<file path="src/rtl/phy_mgmt_pkg.sv">
package phy_mgmt_pkg;
  localparam int REG_AW = 5;
  localparam int REG_DW = 16;

  localparam logic [REG_AW-1:0] ADDR_STATUS = 5'd1;
  localparam logic [REG_AW-1:0] ADDR_ID_HI  = 5'd2;
  localparam logic [REG_AW-1:0] ADDR_ID_LO  = 5'd3;
  localparam logic [REG_AW-1:0] ADDR_ADV    = 5'd4;

  // bits 12:11 reserved, bit 9 (T4 ability) must stay low
  localparam logic [REG_DW-1:0] ADV_KEEP_MASK = 16'hE5FF;
  localparam logic [4:0]        ADV_SELECTOR  = 5'b00001;

  function automatic logic [REG_DW-1:0] pack_status(input logic lnk, input logic jab);
    return {13'd0, lnk, jab, 1'b1};
  endfunction

  function automatic logic [REG_DW-1:0] pack_id_lo(input logic [5:0] oui_tail,
                                                    input logic [5:0] model,
                                                    input logic [3:0] rev);
    return {oui_tail, model, rev};
  endfunction

  function automatic logic [REG_DW-1:0] adv_filter(input logic [REG_DW-1:0] d);
    return d & ADV_KEEP_MASK;
  endfunction

  function automatic logic [REG_DW-1:0] adv_reset_word(input logic [5:0] abil);
    return adv_filter({5'd0, abil, ADV_SELECTOR});
  endfunction
endpackage

</file>
<file path="src/rtl/phy_stat_latch.sv">
module phy_stat_latch (
  input  logic clk,
  input  logic rst_n,
  input  logic link_up,
  input  logic jabber_det,
  input  logic clr_evt,
  output logic lnk_q,
  output logic jab_q
);
  always_ff @(posedge clk) begin
    if (!rst_n) begin
      lnk_q <= 1'b0;
      jab_q <= 1'b0;
    end else begin
      // a read reloads from the live link; otherwise only falls
      lnk_q <= clr_evt ? link_up : (lnk_q & link_up);
      jab_q <= jabber_det | (jab_q & ~clr_evt);
    end
  end
endmodule

</file>
<file path="src/rtl/phy_adv_reg.sv">
module phy_adv_reg
  import phy_mgmt_pkg::*;
#(
  parameter logic [5:0] RST_ABIL = 6'b101111
) (
  input  logic              clk,
  input  logic              rst_n,
  input  logic              wr_hit,
  input  logic [REG_DW-1:0] wr_data,
  output logic [REG_DW-1:0] adv_q
);
  localparam logic [REG_DW-1:0] RST_WORD = adv_reset_word(RST_ABIL);

  always_ff @(posedge clk) begin
    if (!rst_n)      adv_q <= RST_WORD;
    else if (wr_hit) adv_q <= adv_filter(wr_data);
  end
endmodule

</file>
<file path="src/rtl/phy_rd_mux.sv">
module phy_rd_mux
  import phy_mgmt_pkg::*;
(
  input  logic [REG_AW-1:0] addr,
  input  logic [REG_DW-1:0] status_word,
  input  logic [REG_DW-1:0] id_hi_word,
  input  logic [REG_DW-1:0] id_lo_word,
  input  logic [REG_DW-1:0] adv_word,
  output logic [REG_DW-1:0] rd_word
);
  always_comb begin
    unique case (addr)
      ADDR_STATUS: rd_word = status_word;
      ADDR_ID_HI:  rd_word = id_hi_word;
      ADDR_ID_LO:  rd_word = id_lo_word;
      ADDR_ADV:    rd_word = adv_word;
      default:     rd_word = '0;
    endcase
  end
endmodule

</file>
<file path="src/rtl/phy_mgmt_regs.sv">
module phy_mgmt_regs
  import phy_mgmt_pkg::*;
#(
  parameter logic [15:0] ID_HI     = 16'h0180,
  parameter logic [5:0]  OUI_TAIL  = 6'h1D,
  parameter logic [5:0]  MODEL_NUM = 6'h38,
  parameter logic [3:0]  REV_NUM   = 4'h3,
  parameter logic [5:0]  ADV_ABIL  = 6'b101111
) (
  input  logic        clk,
  input  logic        rst_n,
  input  logic [4:0]  reg_addr,
  input  logic        wr_en,
  input  logic [15:0] wr_data,
  input  logic        rd_en,
  output logic [15:0] rd_data,
  input  logic        link_up,
  input  logic        jabber_det
);
  localparam logic [REG_DW-1:0] ID_LO = pack_id_lo(OUI_TAIL, MODEL_NUM, REV_NUM);

  // named internal events for the checker
  logic              status_rd_evt;
  logic              adv_wr_evt;
  logic              lnk_q, jab_q;
  logic [REG_DW-1:0] adv_q;
  logic [REG_DW-1:0] rd_word;

  assign status_rd_evt = rd_en & (reg_addr == ADDR_STATUS);
  assign adv_wr_evt    = wr_en & (reg_addr == ADDR_ADV);

  phy_stat_latch i_stat (
    .clk(clk), .rst_n(rst_n), .link_up(link_up), .jabber_det(jabber_det),
    .clr_evt(status_rd_evt), .lnk_q(lnk_q), .jab_q(jab_q)
  );

  phy_adv_reg #(.RST_ABIL(ADV_ABIL)) i_adv (
    .clk(clk), .rst_n(rst_n), .wr_hit(adv_wr_evt), .wr_data(wr_data), .adv_q(adv_q)
  );

  phy_rd_mux i_mux (
    .addr(reg_addr), .status_word(pack_status(lnk_q, jab_q)),
    .id_hi_word(ID_HI), .id_lo_word(ID_LO), .adv_word(adv_q), .rd_word(rd_word)
  );

  always_ff @(posedge clk) begin
    if (!rst_n)     rd_data <= '0;
    else if (rd_en) rd_data <= rd_word;
  end
endmodule

</file>
<file path="config.mk">
export PLATFORM = sky130hd
export DESIGN_NAME = phy_mgmt_regs
export DESIGN_NICKNAME = d
export VERILOG_FILES = /design/src/rtl/phy_mgmt_pkg.sv /design/src/rtl/phy_stat_latch.sv /design/src/rtl/phy_adv_reg.sv /design/src/rtl/phy_rd_mux.sv /design/src/rtl/phy_mgmt_regs.sv
export SDC_FILE = /design/constraint.sdc
export NUM_CORES = 1
export LEC_CHECK = 0
export ABC_AREA = 1
export ABC_CLOCK_PERIOD_IN_PS = 1400
export BUFFER_PORTS_ARGS = -buffer_cell sky130_fd_sc_hd__buf_2
export CAP_MARGIN = 0
export CORE_MARGIN = 2
export CORE_UTILIZATION = 35
export DETAILED_ROUTE_END_ITERATION = 12
export PLACE_DENSITY = 0.53
export SLEW_MARGIN = 10
export SYNTH_ARGS = -nofsm -noshare
export SYNTH_HDL_FRONTEND = slang
export SYNTH_HIERARCHICAL = 1
export SYNTH_SLANG_ARGS = --single-unit
</file>
<file path="constraint.sdc">
create_clock -name clk -period 1.4 [get_ports clk]
set_input_delay 0.14 -clock clk [delete_from_list [all_inputs] [get_ports clk]]
set_output_delay 0.14 -clock clk [all_outputs]
set_load 0.02 [all_outputs]
</file>
# Word level (Yosys, flattened, before mapping)
# Index checks and enable logic that the tools add are counted.
[totals]
ff_bits = 31
latchBits = 0
ramBits = 0
romBits = 0
in_bits = 27
out_inout_bits = 16
elab_cells = 16
mem_count = 0
[op_classes]
addsub = 0
mul = 0
n_div = 0
n_lt_le_gt_ge = 0
n_eq_ne = 4
shift = 0
n_mux = 2
bitwise = 6
reduce_logical = 0
[op_table]
columns = ["op", "n"]
rows = [
  ["16-bit one-hot mux with 4 select lines", 1],
  ["5-bit by 2-bit equality test with 1-bit output (second input constant)", 2],
  ["5-bit by 1-bit equality test with 1-bit output (second input constant)", 1],
  ["5-bit by 3-bit equality test with 1-bit output (second input constant)", 1],
  ["1-bit bitwise AND", 4],
  ["1-bit 2-to-1 mux", 1],
  ["1-bit inverter", 1],
  ["1-bit OR", 1],
]

# Logic depth before layout (Yosys ltp)
[logic_depth]
depth_word = 5
mapped_depth = 9
ltp_nobuf = 8

# By module
# Netlist, hierarchy kept.
[by_module_without_submodules]
columns = ["module", "instances", "cells_per_inst", "area_per_inst_um2", "seq_area_each_um2"]
rows = [
  ["phy_rd_mux", 1, 170, 918.4, 0.0],
  ["phy_mgmt_regs", 1, 81, 599.3, 320.3],
  ["phy_adv_reg", 1, 74, 530.5, 260.2],
  ["phy_stat_latch", 1, 9, 72.6, 40.0],
]

# Worst setup path after synthesis
# No wires, ideal clock.
[synth_timing]
path_type = "input to register"
from = "in reg_addr[4]"
to = "reg i_adv.adv_q[14]"
setup_ps = 113
arrival_time_ps = 926
slack_ps = 361
stages = 6
path_buffers = 1
cell_sequence = "or2_2 > nor2_1 > buf_6 > nand2_1 > nand2_1 > nor2_1"
[synth_between]
elab_chain_cells = 2
[synth_lines]
columns = ["element", "line", "text"]
rows = [
  ["start: declaration", "phy_mgmt_regs.sv:12", "input logic [4:0] reg_addr,"],
  ["5-bit by 3-bit equality test with 1-bit output", "phy_mgmt_regs.sv:30", "assign adv_wr_evt = wr_en & (reg_addr == ADDR_ADV);"],
  ["1-bit bitwise AND", "phy_mgmt_regs.sv:30", ""],
  ["net adv_wr_evt", "phy_mgmt_regs.sv:24", "logic adv_wr_evt;"],
  ["end signal: assignment", "phy_adv_reg.sv:16", "else if (wr_hit) adv_q <= adv_filter(wr_data);"],
  ["end: declaration", "phy_adv_reg.sv:10", "output logic [REG_DW-1:0] adv_q"],
]
# The timed path passes the listed nets, and every way through them passes these cells.
# A chain may end at the register's enable or synchronous reset.

# Worst setup path in the final report
[layout_timing]
from = "in reg_addr[3]"
to = "reg i_adv.adv_q[14]"
# Same word-level chain as after synthesis.

==> metrics.yaml <==
drt-vias-per-instance: 4.28
worstSkewPairLatency_ps: 280
core_area_um2: 5890
fin_crit_ps: 961
grt-ovfl-total: 0
powerDensity_nw_per_um2: 814
die_area_um2: 6700
hp-start: "wr_data[6]"
tns_ps: 0
grt_pass1_wl_um: 8980
synth.yosys.warnings: 6
cp-start-kind: "input port"
ant_nets: 0
drt_pass1_iterations: 4
place_congestion: 0.756
io_buffers: 39
syn_area_um2: 2120
grt_pass1_vias: 1881
final_layout_size_suffix_gt1_share_pct: 16.1
vias: 2077
status: "finished clean"
antenna_cells: 0
start_util_pct: 36.0
die_w_um: 81.8
peakVddDrop_mv: 0.392
internal_power_mw: 1.48
io_pins: 43
cts_resized: 0
cts.clk_slew.worst_paths_ps: 70
clock-sinks: 31
path_max_fanout: 20
die_height_um: 81.8
period_share_pct: 68.6
leakage_nw: 1.38
arrival_ps: 1140
fillers: 682
setup_viol: 0
area_growth_pct: 20.2
final_util_pct: 43.3
critPathCaptureType: "flop"
hold_viol_final: 0
cts.path.max_buffers: 2
crit_start: "reg_addr[3]"
grt_max_degree: 49
syn_inst: 334
cts_buffers: 5
fmax_mhz: 1040
post-cts-setup-buffer-count: 0
p_clk_share_pct: 38.1
r2r_start: "i_adv/adv_q[4]"
regArea_um2: 621
dp_hpwl_um: 3430
switchingPower_uw: 596
ys_seq_elements: 31
rsz0062_at_grt: "false"
finalClockSkew_ps: 4.90
antenna_found_initial: 0
power_frac_seq_pct: 44.7
ys_types: 17
cts.htree.levels: 2
holdBufCountCts: 0
grt_use_total_pct: 16.9
slew_violations: 0
nNetsFinal: 436
drt_iter0_drc: 119
maxCapViolations: 0
syn_avg_cell_area_um2: 6.35
worstPathRequired_ps: 1580
slew_headroom_pct: 66.2
rows: 28
drt-total-wl_um: 4900
yosysSeqAreaShare_pct: 29.3
tritoncts: "built"
crit_type: "in -> reg"
cts_root_buf: "clkbuf_8"
swShare_pct: 28.7
hold_slack_ps: 65.2
multiInputGateArea_um2: 1260
wl_per_cell_um: 10.1
hold_class: "in -> reg"
worst_pin_slew_ps: 506
combPwrFrac_pct: 17.2
drcViolationCount: 0
## sequential cells by signal (all words and copies together) (netlist names)
register and count:
rd_data 16, i_adv/adv_q 13, i_stat/jab_q 1, i_stat/lnk_q 1
## power by group through the flow
stage	clock network, mW	logic (mW)	registers, mW
after floorplan	0	0.237	0.979
after global placement	0	0.354	0.947
after detailed placement	0	0.355	0.948
after CTS	0.830	0.356	0.928
after global routing	0.874	0.412	0.932
final	0.791	0.356	0.928
## worst paths after layout
kind | depth (start not counted) | slack (ps) | to
min reg2reg | 2 | 460 | i_adv/adv_q[7]
max reg2reg | 6 | 530 | rd_data[4]
max | 7 | 440 | i_adv/adv_q[14]
min | 3 | 70 | i_adv/adv_q[6]
## cell usage after synthesis, drive strengths merged
| cell type | instances | area (µm²) |
|---|---|---|
| inv | 50 | 188 |
| nand4 | 64 | 400 |
| nand2 | 78 | 293 |
| a21oi | 1 | 8.76 |
| nor2 | 57 | 251 |
| buf | 26 | 226 |
| o21ai | 17 | 85.1 |
| dfxtp | 31 | 621 |
| nand3 | 6 | 30.0 |
| conb | 3 | 11.3 |
| or2 | 1 | 6.26 |
## routing by layer
layer | vias up | share of wire (%) | GRT usage (%)
li1 | 1178 | - | -
met1 | 859 | 56 | 25.3
met2 | 34 | 40 | 24.1
met3 | 6 | 3.8 | 3.74
met4 | 0 | 1.1 | 4.50
met5 | - | 0 | 0
## final cells by class
cell class,count,share of cell area [%]
multi-input combinational,273,49.4
sequential,31,24.3
timing repair buffer,48,11.3
inverter,50,7.36
clock buffer,8,3.93
tap,75,3.68
## worst max-delay path: stages
cell and delay (ps):
buf_2 130, or2_2 290, nor2_1 140, buf_4 250
nand2_1 80, nand2_1 60, nor2_1 40
## layout by cell type, fill, tap and decap left out, drive strengths merged
| cell | synthesis | final |
|---|---|---|
| conb | 3 | 49 |
| o21ai | 17 | 17 |
| clkbuf | 0 | 8 |
| inv | 50 | 50 |
| a21oi | 1 | 1 |
| nand4 | 64 | 64 |
| nand3 | 6 | 6 |
| nand2 | 78 | 78 |
| nor2 | 57 | 57 |
| buf | 26 | 48 |
| or2 | 1 | 1 |
| dfxtp | 31 | 31 |
## cells by family after synthesis
logic type / after synthesis / share of synthesized area, %
AND/OR/NAND/NOR: 206 / 46.3
buffers and inverters: 76 / 19.5
flip-flops: 31 / 29.3
AO/OA/AOI/OAI: 18 / 4.42
other: 3 / 0.531
## per-stage QoR
stage,cells,power (mW),setup slack (ps),area (µm²)
2_1_floorplan,380,1.22,361,2290
3_3_place_gp,477,1.30,149,2450
3_5_place_dp,477,1.30,131,2450
4_1_cts,485,2.11,426,2550
5_1_grt,485,2.22,314,2550
6_report,485,2.07,439,2550
Power figures use the tool's default switching activity.
